<file path="config.mk">
export PLATFORM = sky130hd
export DESIGN_NAME = injrnd_rounder
export DESIGN_NICKNAME = d
export VERILOG_FILES = /design/src/rtl/injrnd_pkg.sv /design/src/rtl/injrnd_lowpart.sv /design/src/rtl/injrnd_halfline.sv /design/src/rtl/injrnd_compound.sv /design/src/rtl/injrnd_decide.sv /design/src/rtl/injrnd_rounder.sv
export SDC_FILE = /design/constraint.sdc
export NUM_CORES = 1
export LEC_CHECK = 0
export CAP_MARGIN = 20
export CORE_AREA = 5 5 215 217
export DETAILED_ROUTE_END_ITERATION = 10
export DIE_AREA = 0 0 220 222
export GPL_TIMING_DRIVEN = 0
export PLACE_DENSITY = 0.62
export SLEW_MARGIN = 20
export SYNTH_ARGS = -nofsm -noshare
export SYNTH_HDL_FRONTEND = slang
export SYNTH_SLANG_ARGS = --single-unit
</file>
<file path="constraint.sdc">
create_clock -name clk -period 1.3 [get_ports clk]
set_input_delay 0.195 -clock clk [delete_from_list [all_inputs] [get_ports clk]]
set_output_delay 0.195 -clock clk [all_outputs]
set_load 0.01 [all_outputs]
</file>
<file path="src/rtl/injrnd_pkg.sv">
package injrnd_pkg;

    typedef enum logic [1:0] {
        RM_TRUNC = 2'b00,
        RM_NEAR  = 2'b01,
        RM_AWAY  = 2'b10,
        RM_SPARE = 2'b11
    } rmode_e;

endpackage

</file>
<file path="src/rtl/injrnd_lowpart.sv">
module injrnd_lowpart #(
    parameter int unsigned FRAC_W = 52
) (
    input  logic [FRAC_W-1:0] sum_lo,
    input  logic [FRAC_W-1:0] car_lo,
    output logic              c_out,
    output logic              rbit,
    output logic              sticky
);
    logic [FRAC_W:0] lo_add;

    always_comb begin
        lo_add = {1'b0, sum_lo} + {1'b0, car_lo};
        c_out  = lo_add[FRAC_W];
        rbit   = lo_add[FRAC_W-1];
        sticky = |lo_add[FRAC_W-2:0];
    end
endmodule

</file>
<file path="src/rtl/injrnd_halfline.sv">
module injrnd_halfline #(
    parameter int unsigned FRAC_W = 52,
    localparam int unsigned HI_W  = FRAC_W + 2
) (
    input  logic [HI_W-1:0] sum_hi,
    input  logic [HI_W-1:0] car_hi,
    output logic [FRAC_W:0] xs,
    output logic [FRAC_W:0] xc,
    output logic            lx,
    output logic            top_gen
);
    logic [HI_W-1:0] hs;
    logic [HI_W-1:0] hg;

    for (genvar i = 0; i < HI_W; i++) begin : g_ha
        assign hs[i] = sum_hi[i] ^ car_hi[i];
        assign hg[i] = sum_hi[i] & car_hi[i];
    end

    assign lx      = hs[0];
    assign xs      = hs[HI_W-1:1];
    assign xc      = hg[FRAC_W:0];
    assign top_gen = hg[HI_W-1];
endmodule

</file>
<file path="src/rtl/injrnd_compound.sv">
module injrnd_compound #(
    parameter int unsigned W = 53
) (
    input  logic [W-1:0] a,
    input  logic [W-1:0] b,
    output logic [W-1:0] y0,
    output logic [W-1:0] y1
);
    always_comb begin
        y0 = a + b;
        y1 = y0 + W'(1);
    end
endmodule

</file>
<file path="src/rtl/injrnd_decide.sv">
module injrnd_decide
    import injrnd_pkg::*;
#(
    parameter int unsigned FRAC_W = 52
) (
    input  rmode_e          mode,
    input  logic [FRAC_W:0] y0,
    input  logic [FRAC_W:0] y1,
    input  logic            lx,
    input  logic            cb,
    input  logic            rb,
    input  logic            sb,
    output logic [FRAC_W:0] res,
    output logic            ovf,
    output logic            inc,
    output logic            keep_n,
    output logic            keep_o
);
    logic              is_near;
    logic              is_away;
    logic [FRAC_W-1:0] z0;
    logic [FRAC_W-1:0] z1;
    logic              lsb;

    always_comb begin
        unique case (mode)
            RM_NEAR: begin is_near = 1'b1; is_away = 1'b0; end
            RM_AWAY: begin is_near = 1'b0; is_away = 1'b1; end
            default: begin is_near = 1'b0; is_away = 1'b0; end
        endcase
    end

    always_comb begin
        if (!y0[FRAC_W] || !(is_near || is_away)) begin
            inc = lx & cb;
        end else if (is_away) begin
            inc = lx | cb;
        end else begin
            inc = (rb & lx) | (rb & cb) | (lx & cb);
        end
    end

    always_comb begin
        z0     = y0[FRAC_W] ? y0[FRAC_W:1] : y0[FRAC_W-1:0];
        z1     = y1[FRAC_W] ? y1[FRAC_W:1] : y1[FRAC_W-1:0];
        ovf    = inc ? y1[FRAC_W] : y0[FRAC_W];
        keep_n = rb | sb | !is_near;
        keep_o = !(lx ^ cb) | !rb | sb | !is_near;
        if (!ovf) begin
            lsb = (lx ^ cb) & keep_n;
        end else if (inc) begin
            lsb = y1[0] & keep_o;
        end else begin
            lsb = y0[0] & keep_o;
        end
        res = {(inc ? z1 : z0), lsb};
    end
endmodule

</file>
<file path="src/rtl/injrnd_rounder.sv">
module injrnd_rounder
    import injrnd_pkg::*;
#(
    parameter int unsigned FRAC_W  = 52,
    parameter bit          OUT_REG = 1'b1,
    localparam int unsigned SIG_W  = FRAC_W + 1,
    localparam int unsigned PROD_W = 2 * SIG_W
) (
    input  logic              clk,
    input  logic              rst_n,
    input  logic              in_valid,
    input  logic [1:0]        rmode,
    input  logic [PROD_W-1:0] sum_i,
    input  logic [PROD_W-1:0] carry_i,
    output logic              out_valid,
    output logic [FRAC_W:0]   result,
    output logic              ovf
);
    logic            cb, rb, sb;
    logic [FRAC_W:0] xs, xc, y0, y1;
    logic            lx, top_gen;
    logic [FRAC_W:0] res_c;
    logic            ovf_c, inc_c, keep_n, keep_o;

    injrnd_lowpart #(.FRAC_W(FRAC_W)) u_low (
        .sum_lo (sum_i[FRAC_W-1:0]),
        .car_lo (carry_i[FRAC_W-1:0]),
        .c_out  (cb),
        .rbit   (rb),
        .sticky (sb)
    );

    injrnd_halfline #(.FRAC_W(FRAC_W)) u_ha (
        .sum_hi  (sum_i[PROD_W-1:FRAC_W]),
        .car_hi  (carry_i[PROD_W-1:FRAC_W]),
        .xs      (xs),
        .xc      (xc),
        .lx      (lx),
        .top_gen (top_gen)
    );

    injrnd_compound #(.W(SIG_W)) u_add (
        .a  (xs),
        .b  (xc),
        .y0 (y0),
        .y1 (y1)
    );

    injrnd_decide #(.FRAC_W(FRAC_W)) u_dec (
        .mode   (rmode_e'(rmode)),
        .y0     (y0),
        .y1     (y1),
        .lx     (lx),
        .cb     (cb),
        .rb     (rb),
        .sb     (sb),
        .res    (res_c),
        .ovf    (ovf_c),
        .inc    (inc_c),
        .keep_n (keep_n),
        .keep_o (keep_o)
    );

    if (OUT_REG) begin : g_reg
        always_ff @(posedge clk or negedge rst_n) begin
            if (!rst_n) begin
                out_valid <= 1'b0;
                result    <= '0;
                ovf       <= 1'b0;
            end else begin
                out_valid <= in_valid;
                if (in_valid) begin
                    result <= res_c;
                    ovf    <= ovf_c;
                end
            end
        end

        p_valid_follow_r7: assert property (@(posedge clk) disable iff (!rst_n)
            in_valid |=> out_valid);
        p_valid_drop_r7: assert property (@(posedge clk) disable iff (!rst_n)
            !in_valid |=> !out_valid);
        p_hold_idle_r8: assert property (@(posedge clk) disable iff (!rst_n)
            !in_valid |=> ($stable(result) && $stable(ovf)));
    end else begin : g_comb
        assign out_valid = in_valid;
        assign result    = res_c;
        assign ovf       = ovf_c;
    end

    // a legal carry-save pair below 4 never generates beyond weight 2
    p_no_top_carry_r5: assert property (@(posedge clk) disable iff (!rst_n)
        in_valid |-> !top_gen);
    // an increment always has a set bit at the LSB position feeding it
    p_inc_source_r2: assert property (@(posedge clk) disable iff (!rst_n)
        (in_valid && inc_c) |-> (lx || cb));
    // LSB pull-down is confined to nearest-even
    p_pull_rne_only_r2: assert property (@(posedge clk) disable iff (!rst_n)
        (in_valid && rmode != 2'b01) |-> (keep_n && keep_o));
    p_lead_one_r10: assert property (@(posedge clk) disable iff (!rst_n)
        in_valid |-> res_c[FRAC_W]);
endmodule

</file>
Word level (Yosys, flattened, before mapping)
Index checks and enable logic that the tools add are counted.
{"block": "classes", "eq_ne": 2, "bitwise": 122, "n_reduce_logical": 8, "addsub": 3, "n_mux": 10}
{"cell": "$mux 52", "count": 3}
{"cell": "$and 1x1->1", "count": 59}
{"cell": "$xor 1x1->1", "count": 55}
{"cell": "$add 52x52->53", "count": 1}
{"cell": "$add 53x1->53 const B", "count": 1}
{"cell": "$add 53x53->53", "count": 1}
{"cell": "$reduce_or 51->1", "count": 1}
{"cell": "$or 1x1->1", "count": 8}
{"cell": "$mux 1", "count": 7}
{"cell": "$logic_not 1->1", "count": 5}
{"cell": "$eq 2x1->1 const B", "count": 1}
{"cell": "$eq 2x2->1 const B", "count": 1}
{"cell": "$logic_or 1x1->1", "count": 2}
{"block": "word_totals", "in_bits": 217, "word_cells": 148, "out_inout_bits": 55, "register_bits": 55}

Depth between registers and ports, before layout
{"block": "logic_depth", "depth_word": 9, "depth_mapped": 20, "mapped_depth_nobuf": 17}

Cells and area by module
Synthesis repeated with hierarchy kept, for this count alone.
{"block": "unflattened", "hier_cells": 1595, "area_unflattened_um2": 13304.0}
{"mod": "injrnd_compound", "n_inst": 1, "cells_per_inst": 750, "seq_area_each_um2": 0.0, "area_each_um2": 5213.8}
{"mod": "injrnd_lowpart", "n_inst": 1, "cells_per_inst": 476, "seq_area_each_um2": 0.0, "area_each_um2": 3209.3}
{"mod": "injrnd_rounder", "n_inst": 1, "cells_per_inst": 115, "seq_area_each_um2": 1376.3, "area_each_um2": 2283.4}
{"mod": "injrnd_decide", "n_inst": 1, "cells_per_inst": 200, "seq_area_each_um2": 0.0, "area_each_um2": 1921.8}
{"mod": "injrnd_halfline", "n_inst": 1, "cells_per_inst": 54, "seq_area_each_um2": 0.0, "area_each_um2": 675.6}

Least setup slack after synthesis
No wires, ideal clock.
{"block": "synth_timing", "path_kind": "input-to-reg", "startpoint": "input sum_i[53]", "endpoint": "register result[29]", "path_buffers": 1, "setup_time_ns": 0.122, "arrival_time_ns": 5.039, "setup_slack_ns": -3.861, "stages": 16, "required_time_ns": 1.178, "path_cell_list": "ha_1 ha_1 fa_1 a211oi_4 o21ai_4 nand2_2 a21boi_0 or4b_4 or4_4 or4_4 nor4_2 or4b_4 xnor2_4 buf_6 or3_1 a32o_1"}
{"block": "synth_between", "elab_chain_len": 6, "word_cells_on_any_way": 10, "cone_classes": "add/sub: 2; mux: 4; bitwise: 2; reduce/logical: 2"}
{"item": "start, declared", "line_no": "injrnd_rounder.sv:13", "text": "input logic [PROD_W-1:0] sum_i,"}
{"item": "$xor 1x1->1 or $and 1x1->1 (tied branches)", "line_no": "injrnd_halfline.sv:16, injrnd_halfline.sv:17"}
{"item": "$add 53x53->53 (*)", "line_no": "injrnd_compound.sv:10", "text": "y0 = a + b;"}
{"item": "branches (longest 3 deep; another with $add 53x1->53)"}
{"item": "$mux 52 (*)", "line_no": "injrnd_decide.sv:56", "text": "res = {(inc ? z1 : z0), lsb};"}
{"item": "end signal, assigned", "line_no": "injrnd_rounder.sv:73", "text": "result <= res_c;"}
{"item": "end, declared", "line_no": "injrnd_rounder.sv:16", "text": "output logic [FRAC_W:0] result,"}
Mark *: on every way between the ends.
A chain may end at the register's enable or synchronous reset.

Worst setup path in the final report
{"block": "layout_timing", "startpoint": "input sum_i[53]", "endpoint": "register result[32]"}
Same word-level chain as after synthesis.

==> flow_summary.json <==
{
  "first_global_vias": 15993,
  "crit_type": "input port to flip-flop",
  "ioPinCount": 272,
  "synth_seq_cells": 55,
  "crit_family": "simple AND/OR/NAND/NOR gates",
  "start_util_pct": 29.7,
  "critPathLaunchType": "input port",
  "fin_crit_sh_pct": 393,
  "clock_latency_ps": 310,
  "drtIter0Drc": 1456,
  "tightest_slew_ps": 1380,
  "async_reset_ff_share_pct": 100,
  "clk_path_buf_depth": 2,
  "maxCapViolations": 0,
  "yosys.area.top_type": "ha_1",
  "yosysUniqueCellTypes": 89,
  "setup_viol": 54,
  "grt_first_pass_wirelength_mm": 90.6,
  "hold_class": "input port to asynchronous set/reset pin",
  "clk_pin_slew_ps": 70,
  "htreeDepth": 2,
  "endpoint_kind": "flip-flop",
  "post-route-drc-count": 0,
  "core-area_sq_mm": 0.0439,
  "clock.fmax_mhz": 196,
  "rows": 77,
  "dieArea_sq_mm": 0.0488,
  "yosysMostFrequentCell": "nand2_1",
  "yosys.area.top_type_share_pct": 15.5,
  "crit_arrival_ps": 5290,
  "synth.top_cells.by_area": "ha_1 (16%), dfrtp_1 (11%), nand2_1 (5.9%)",
  "rsz0062_at_grt": "yes",
  "netlist_instances": 1830,
  "cts_root_buf": "clkbuf_16",
  "ys.flop_type": "dfrtp_1",
  "antenna_found_initial": 1,
  "fin_skew_ps": 0,
  "status": "complete, but fails checks",
  "clock_sinks": 55,
  "syn-num-nets": 2211,
  "gp_congestion": 0.981,
  "critPathMaxFanout": 6,
  "layout-area-overhead-vs-synth_pct": 48.8,
  "die_y_um": 222,
  "p_leak_nw": 7.66,
  "path_cells": "buf_6 -> ha_4 -> ha_4 -> fa_2 -> a211oi_4 -> buf_12 -> buf_4 -> o21a_1 -> xnor2_1 -> nand4_1 -> nor3_4 -> nand4b_1 -> or4_4 -> nor4_4 -> or4b_4 -> xnor2_4 -> buf_8 -> buf_12 -> or3_1 -> a32o_1",
  "power_density_mw_per_mm2": 1040,
  "violations": "setup timing",
  "viasPerCell": 5.92,
  "place_ws_ps": -5640,
  "worst_slack_ps": -3810,
  "synthTopCellsByCount": "nand2_1 (207), ha_1 (162), a21oi_1 (151)",
  "wl_per_cell_um": 21.7,
  "nFillCells": 4492,
  "drive_gt1_share_pct": 18.6,
  "via_count": 16525,
  "hold_viol": 0,
  "synth_edf_count": 0,
  "layout.nets": 2579,
  "port-buffer-count": 271,
  "crit_slowest_cell": "or4b_4",
  "yosysWarnings": 0,
  "crit_required_ps": 1490,
  "ir_drop_uv": 712,
  "first_pass_iters": 6,
  "max_stage_delay_ps": 620,
  "antenna_violating_nets_post_route": 0,
  "period_needed_ps": 5110,
  "grt_start_max_net_pins": 44,
  "grt_usage_pct": 22.9,
  "drv_slew": 0,
  "die_width_um": 220,
  "syn_area_per_cell_sq_um": 7.14,
  "hold-worst-slack_ps": 283,
  "ys_seq_area_share_pct": 10.5,
  "n_antenna_cell": 0,
  "dp.final_hpwl_mm": 48.1,
  "cts_tree": "done",
  "relSlewSlack_pct": 8.27,
  "synth_area_sq_mm": 0.0131,
  "cts_buffers": 5,
  "wirelength_mm": 60.6,
  "grt_overflow": 0,
  "cp_num_buf_inv": 5
}
[final cells by class]
class,instances,area (sq um),area share (%)
plain buffers,95,598,3.08
clock buffers,6,129,0.663
clock inverters,1,30.0,0.155
inverters,55,206,1.06
multi-input cells,1609,12700,65.5
flip-flops and latches,55,1380,7.09
well taps,592,741,3.81
repair buffers,377,3630,18.7
[repair_timing]
action / CTS / global route
gates cloned: 1 / 6
buffers inserted: 63 / 34
setup endpoints to repair: 109 / 56
pin swaps: 67 / 101
gates resized for setup: 266 / 215
hold endpoints to repair: 12 / 0
hold buffers: 1 / 0
[registers in the layout, summed over array words and instances, names as in the netlist]
register / cells
result: 53
out_valid: 1
ovf: 1
[power breakdown]
part           switching [W]  internal (W)  leakage (nW)
combinational        0.00910       0.00657          6.92
sequential          0.000628       0.00237         0.662
clock               0.000706      0.000905        0.0769
[cells in the final DEF, fill, tap and decap left out, types with 36 or more instances in the layout]
master,count
clkbuf_1,52
nand4_1,61
xnor2_1,68
nor3_1,46
nor2_1,122
o21ai_0,89
inv_1,55
buf_4,90
nand3_1,52
a31oi_1,36
clkdlybuf4s50_1,184
dfrtp_1,53
nand2_1,199
dlygate4sd2_1,68
ha_1,125
a21oi_1,127
[path summary, 6_finish.rpt]
kind / from / end / slack (ps) / cells after the start
worst min register to register: result[42]$_DFFE_PN0P_ / result[42]$_DFFE_PN0P_ / 490 / 1
worst min-delay path: rst_n / out_valid$_DFF_PN0_ / 280 / 2
max in group asynchronous: rst_n / result[21]$_DFFE_PN0P_ / 510 / 3
worst max-delay path: sum_i[53] / result[32]$_DFFE_PN0P_ / -3810 / 20
min in group clk: result[42]$_DFFE_PN0P_ / result[42]$_DFFE_PN0P_ / 490 / 1
worst max register to register: result[25]$_DFFE_PN0P_ / result[25]$_DFFE_PN0P_ / 410 / 2
[stage by stage]
| stage | area (sq um) | setup TNS [ps] | util [%] | total power [W] | instances |
|---|---|---|---|---|---|
| 2_1_floorplan | 13100 | -185080 | - | 0.0105 | 1830 |
| 3_3_place_gp | 16600 | -403440 | 37.7 | 0.0157 | 2693 |
| 3_5_place_dp | 16600 | -291040 | 37.8 | 0.0158 | 2695 |
| 4_1_cts | 18100 | -202790 | 41.2 | 0.0183 | 2755 |
| 5_1_grt | 19400 | -208400 | 44.2 | 0.0214 | 2790 |
| 6_report | 19400 | -200320 | 44.2 | 0.0203 | 2790 |
[cells by family after synthesis]
group	after synthesis	share of synthesized area (%)
fa+ha+maj	164	15.8
mux	32	2.51
compound gates	631	33.0
xor+xnor	105	7.24
simple gates	677	25.6
flops	55	10.5
buf+inv	166	5.24
[per-layer routing]
| layer | GRT usage [%] | up-vias | share of wire, % |
|---|---|---|---|
| met3 | 4.86 | 90 | 9.0 |
| met5 | 0.808 | - | 0.11 |
| met1 | 32.0 | 7979 | 44 |
| met4 | 3.44 | 4 | 2.0 |
| met2 | 36.9 | 706 | 45 |
| li1 | - | 7746 | - |
(Power assumes the default switching activity.)
